### config.mk
export PLATFORM = sky130hd
export DESIGN_NAME = tdm_status_word_gen
export DESIGN_NICKNAME = d
export VERILOG_FILES = /design/src/rtl/tdm_status_pkg.sv /design/src/rtl/tdm_req_flags.sv /design/src/rtl/tdm_mbx_flags.sv /design/src/rtl/tdm_sticky_evt.sv /design/src/rtl/tdm_valid_accum.sv /design/src/rtl/tdm_status_word_gen.sv
export SDC_FILE = /design/constraint.sdc
export NUM_CORES = 1
export LEC_CHECK = 0
export ABC_AREA = 1
export BUFFER_PORTS_ARGS = -buffer_cell sky130_fd_sc_hd__buf_2
export CAP_MARGIN = 20
export CORE_MARGIN = 1
export CORE_UTILIZATION = 40
export DETAILED_ROUTE_END_ITERATION = 10
export GPL_ROUTABILITY_DRIVEN = 0
export PLACE_DENSITY_LB_ADDON = 0.12
export SYNTH_ARGS = -nofsm -noshare
export SYNTH_HDL_FRONTEND = slang
export SYNTH_SLANG_ARGS = --single-unit
export TNS_END_PERCENT = 50
### constraint.sdc
create_clock -name clk -period 0.9 [get_ports clk]
set_clock_uncertainty 0.1 [all_clocks]
set_input_delay 0.09 -clock clk [delete_from_list [all_inputs] [get_ports clk]]
set_output_delay 0.09 -clock clk [all_outputs]
set_load 0.1 [all_outputs]
### src/rtl/tdm_status_pkg.sv
package tdm_status_pkg;
  localparam int NSTR    = 5;
  localparam int NMBX    = 2;
  localparam int NEVT    = 2;
  localparam int WORD_W  = 16;
  localparam int NSLOT   = 12;
  localparam int REQ_LSB = 0;
  localparam int RSV_LO  = 5;
  localparam int MBX_LSB = 6;
  localparam int VLD_LSB = 8;
  localparam int RSV_HI  = 13;
  localparam int PNP_BIT = 14;
  localparam int PDN_BIT = 15;
  localparam int EVT_PNP = 0;
  localparam int EVT_PDN = 1;

  typedef enum logic [2:0] {
    STR_SER0 = 3'd0,
    STR_SER1 = 3'd1,
    STR_FM   = 3'd2,
    STR_PLAY = 3'd3,
    STR_CAP  = 3'd4
  } stream_e;
endpackage

### src/rtl/tdm_req_flags.sv
module tdm_req_flags #(
  parameter int NSTR       = 5,
  parameter int FIFO_DEPTH = 4,
  parameter int OCC_W      = 3
) (
  input  logic [NSTR-1:0]            intercept_en,
  input  logic [NSTR-1:0][OCC_W-1:0] occ,
  output logic [NSTR-1:0]            req
);
  localparam logic [OCC_W-1:0] FULL_LVL = OCC_W'(FIFO_DEPTH);

  for (genvar i = 0; i < NSTR; i++) begin : g_req
    // room left in the stereo input buffer and the stream is intercepted
    assign req[i] = intercept_en[i] & (occ[i] < FULL_LVL);
  end
endmodule

### src/rtl/tdm_mbx_flags.sv
module tdm_mbx_flags #(
  parameter int NMBX = 2
) (
  input  logic            clk,
  input  logic            rst_n,
  input  logic [NMBX-1:0] wr,
  input  logic [NMBX-1:0] rd,
  output logic [NMBX-1:0] q
);
  for (genvar k = 0; k < NMBX; k++) begin : g_mbx
    always_ff @(posedge clk or negedge rst_n) begin
      if (!rst_n)     q[k] <= 1'b0;
      else if (wr[k]) q[k] <= 1'b1;
      else if (rd[k]) q[k] <= 1'b0;
    end
  end
endmodule

### src/rtl/tdm_sticky_evt.sv
module tdm_sticky_evt #(
  parameter int NEVT = 2
) (
  input  logic            clk,
  input  logic            rst_n,
  input  logic [NEVT-1:0] set,
  input  logic            clr,
  output logic [NEVT-1:0] q
);
  for (genvar e = 0; e < NEVT; e++) begin : g_evt
    always_ff @(posedge clk or negedge rst_n) begin
      if (!rst_n)      q[e] <= 1'b0;
      else if (set[e]) q[e] <= 1'b1;
      else if (clr)    q[e] <= 1'b0;
    end
  end
endmodule

### src/rtl/tdm_valid_accum.sv
module tdm_valid_accum #(
  parameter int NSTR = 5
) (
  input  logic            clk,
  input  logic            rst_n,
  input  logic            frame_sync,
  input  logic [NSTR-1:0] strobe,
  output logic [NSTR-1:0] acc
);
  // a strobe in the sync cycle belongs to the frame that starts there
  always_ff @(posedge clk or negedge rst_n) begin
    if (!rst_n)          acc <= '0;
    else if (frame_sync) acc <= strobe;
    else                 acc <= acc | strobe;
  end
endmodule

### src/rtl/tdm_status_word_gen.sv
module tdm_status_word_gen
  import tdm_status_pkg::*;
#(
  parameter int FIFO_DEPTH = 4,
  parameter int OCC_W      = $clog2(FIFO_DEPTH + 1)
) (
  input  logic                       clk,
  input  logic                       rst_n,
  input  logic                       frame_sync,
  input  logic [NSTR-1:0]            intercept_en,
  input  logic [NSTR-1:0][OCC_W-1:0] occ,
  input  logic [NSTR-1:0]            out_strobe,
  input  logic [NMBX-1:0]            mbx_wr,
  input  logic [NMBX-1:0]            mbx_rd,
  input  logic                       pdn_evt,
  input  logic                       pnp_evt,
  input  logic                       clr_req,
  input  logic                       modem_mode,
  output logic [WORD_W-1:0]          status_word,
  output logic [NSLOT-1:0]           slot_mask
);
  logic [NSTR-1:0]   req;
  logic [NSTR-1:0]   vld_acc;
  logic [NMBX-1:0]   mbx_q;
  logic [NEVT-1:0]   sticky_q;
  logic [NEVT-1:0]   evt_set;
  logic [WORD_W-1:0] word_next;
  logic [NSLOT-1:0]  mask_next;
  logic [NSTR-1:0]   vld_next;

  assign evt_set[EVT_PDN] = pdn_evt;
  assign evt_set[EVT_PNP] = pnp_evt;

  tdm_req_flags #(.NSTR(NSTR), .FIFO_DEPTH(FIFO_DEPTH), .OCC_W(OCC_W)) u_req (
    .intercept_en(intercept_en),
    .occ         (occ),
    .req         (req)
  );

  tdm_valid_accum #(.NSTR(NSTR)) u_vld (
    .clk       (clk),
    .rst_n     (rst_n),
    .frame_sync(frame_sync),
    .strobe    (out_strobe),
    .acc       (vld_acc)
  );

  tdm_mbx_flags #(.NMBX(NMBX)) u_mbx (
    .clk  (clk),
    .rst_n(rst_n),
    .wr   (mbx_wr),
    .rd   (mbx_rd),
    .q    (mbx_q)
  );

  tdm_sticky_evt #(.NEVT(NEVT)) u_evt (
    .clk  (clk),
    .rst_n(rst_n),
    .set  (evt_set),
    .clr  (clr_req),
    .q    (sticky_q)
  );

  always_comb begin
    word_next                     = '0;
    word_next[PDN_BIT]            = sticky_q[EVT_PDN];
    word_next[PNP_BIT]            = sticky_q[EVT_PNP];
    word_next[VLD_LSB +: NSTR]    = vld_acc;
    word_next[MBX_LSB +: NMBX]    = mbx_q;
    word_next[REQ_LSB +: NSTR]    = req;
  end

  assign vld_next     = word_next[VLD_LSB +: NSTR];
  assign mask_next[0] = 1'b1;
  assign mask_next[1] = 1'b0;

  for (genvar i = 0; i < NSTR; i++) begin : g_slot
    localparam int HI = NSLOT - 1 - 2 * i;
    localparam int LO = HI - 1;
    assign mask_next[HI] = vld_next[i];
    if (i == int'(STR_CAP)) begin : g_cap
      assign mask_next[LO] = vld_next[i] & ~modem_mode;
    end else begin : g_plain
      assign mask_next[LO] = vld_next[i];
    end
  end

  always_ff @(posedge clk or negedge rst_n) begin
    if (!rst_n) begin
      status_word <= '0;
      slot_mask   <= '0;
    end else if (frame_sync) begin
      status_word <= word_next;
      slot_mask   <= mask_next;
    end
  end
endmodule

==> impl_metrics.toml <==
[setup_path]
cp.required_ps = 710
slowest_delay_ps = 550
crit_start = "slot_mask[8]$_DFFE_PN0P_"
start_kind = "register"
critical_path_class = "reg -> out"
crit_buf_inv = 1
critPathSlowestCell = "dfrtp_4"
crit_family = "flip-flops"
path_cells = "buf_12"
worstSetupEndpointType = "output port"
crit_arrival_ps = 1050
r2r_start = "slot_mask[0]$_DFFE_PN0P_"
cp_max_fo = 4

[timing]
setup_ws_ps = -343
min_period_ps = 1240
maxSlewViolCount = 0
clock.fmax_mhz = 805
period_share = 1.38
hold_violations = 0
rsz0062_at_grt = "yes"
fin_setup_tns_ps = -7530
setup_viol = 26

[power]
cellPowerDensity_nw_per_um2 = 1760
total_power_mw = 3.40
p_leak_nw = 0.993
ir_drop_uv = 1320

[grt]
antenna_found_initial = 0
grt_max_degree = 26
grt_pass1_wl_um = 4210
grt-ovfl-total = 0
grt_usage = 0.212
grt_pass1_vias = 944

[finish]
final_common_cell = "nand2_1"
drive_above_1_share = 0.390
nNetsFinal = 219
syn_to_final_growth_pct = 79.2
fin_cells = 212
final_cell_mix = "49 x nand2_1, 25 x buf_12, 24 x dlygate4sd3_1, 24 x buf_2, 15 x inv_1"
final_util = 0.772
antenna_cells = 0

[floorplan]
core_area_um2 = 2500
start_util = 0.431
die_w_um = 53.9
fp.dieArea_um2 = 2900
dieHeight_um = 53.9
core.rowCount = 18
io_pins = 64

[status]
violations = "setup timing"
status = "complete, but fails checks"

[place]
port-buffer-count = 50
dp_cells = 184
dp_worst_setup_slack_ps = -46.1
post-dp-hpwl_um = 1500

[clock_network]
cts_htree_levels = 1
clockBufferDepth = 2
root_buffer = "clkbuf_4"
numCtsBuffers = 3
clk_pin_slew_ps = 140
cts.sink_count = 25
clock_latency_ps = 310
cts_tree = "built"

[routing]
wl_per_cell_um = 11.7
ant_nets = 0
vias_per_cell = 4.34
drt_iter0_drc = 6
vias = 920
wirelength_um = 2480
drc_errors = 0
drt_pass1_iterations = 4

[min_path]
holdCritPathClass = "in -> reg"
min_from = "frame_sync"

[logic_synthesis]
syn_inst = 118
yosys_warnings = 0
syn-cell-area_um2 = 1080
synth_seq_cells = 25
avgSynthCellArea_um2 = 9.13
synth_cell_types = 10
synth-seq-area-share = 0.581

[run]
maxCapViolCount = 0
-- sequential cells by signal (all words and copies together) (netlist names) --
register,count
status_word,10
u_evt.q,2
u_mbx.q,2
u_vld.acc,5
slot_mask,6
-- kinds of logic after synthesis --
| group | share of synthesized area |
|---|---|
| AOI/OAI and AO/OA | 0.0279 |
| and+or+nand+nor | 0.204 |
| DFF | 0.581 |
| buffers and inverters | 0.184 |
| other | 0.00348 |
-- power breakdown --
group | internal (mW) | switching (mW)
Combinational | 0.549 | 1.00
Sequential | 1.24 | 0.115
Clock | 0.166 | 0.327
Total | 1.96 | 1.45
-- worst paths after layout --
path                                                     to  slack [ps]  cells after the start
max in group asynchronous          slot_mask[4]$_DFFE_PN0P_         300                      2
worst min-delay path            status_word[14]$_DFFE_PN0P_          40                      3
worst min register to register       u_vld.acc[3]$_DFF_PN0_         390                      2
worst max register to register     slot_mask[0]$_DFFE_PN0P_         -50                      1
min in group asynchronous        status_word[0]$_DFFE_PN0P_         120                      2
worst max-delay path                           slot_mask[8]        -340                      1
-- synthesized netlist by cell type --
cell,number,area share
or2_1,1,0.0058
dfrtp_1,25,0.58
conb_1,1,0.0035
nand3_1,6,0.028
buf_6,4,0.042
buf_4,12,0.084
inv_4,1,0.0058
inv_1,15,0.052
o21bai_1,4,0.028
nand2_1,49,0.17
-- metal layers --
layer / vias up / GRT usage / part of all wire
met2: 39 / 0.356 / 0.54
met5: - / 0 / 0
met3: 14 / 0.0537 / 0.067
met1: 409 / 0.232 / 0.35
met4: 0 / 0.149 / 0.044
li1: 458 / - / -
-- layout make-up --
type,instances,area (um^2)
timing repair buffer,74,868
sequential,25,673
fill,164,569
multi-input combinational,63,262
inverter,16,62.6
tap,30,37.5
clock buffer,3,22.5
clock inverter,1,5.00
-- timing repair --
item,4_1_cts,5_1_grt
pin swaps,0,0
setup buffers,0,0
hold endpoints to repair,40,0
hold buffers,24,0
resized for setup,0,1
setup endpoints to repair,26,33
-- through the flow --
step	cell area, um^2	hold WS, ps
2_1_floorplan	1240	-306
3_3_place_gp	1660	5.29
3_5_place_dp	1660	5.51
4_1_cts	1930	41.8
5_1_grt	1930	47.2
6_report	1930	43.6
Note: power is estimated with default switching activity, not from simulation.
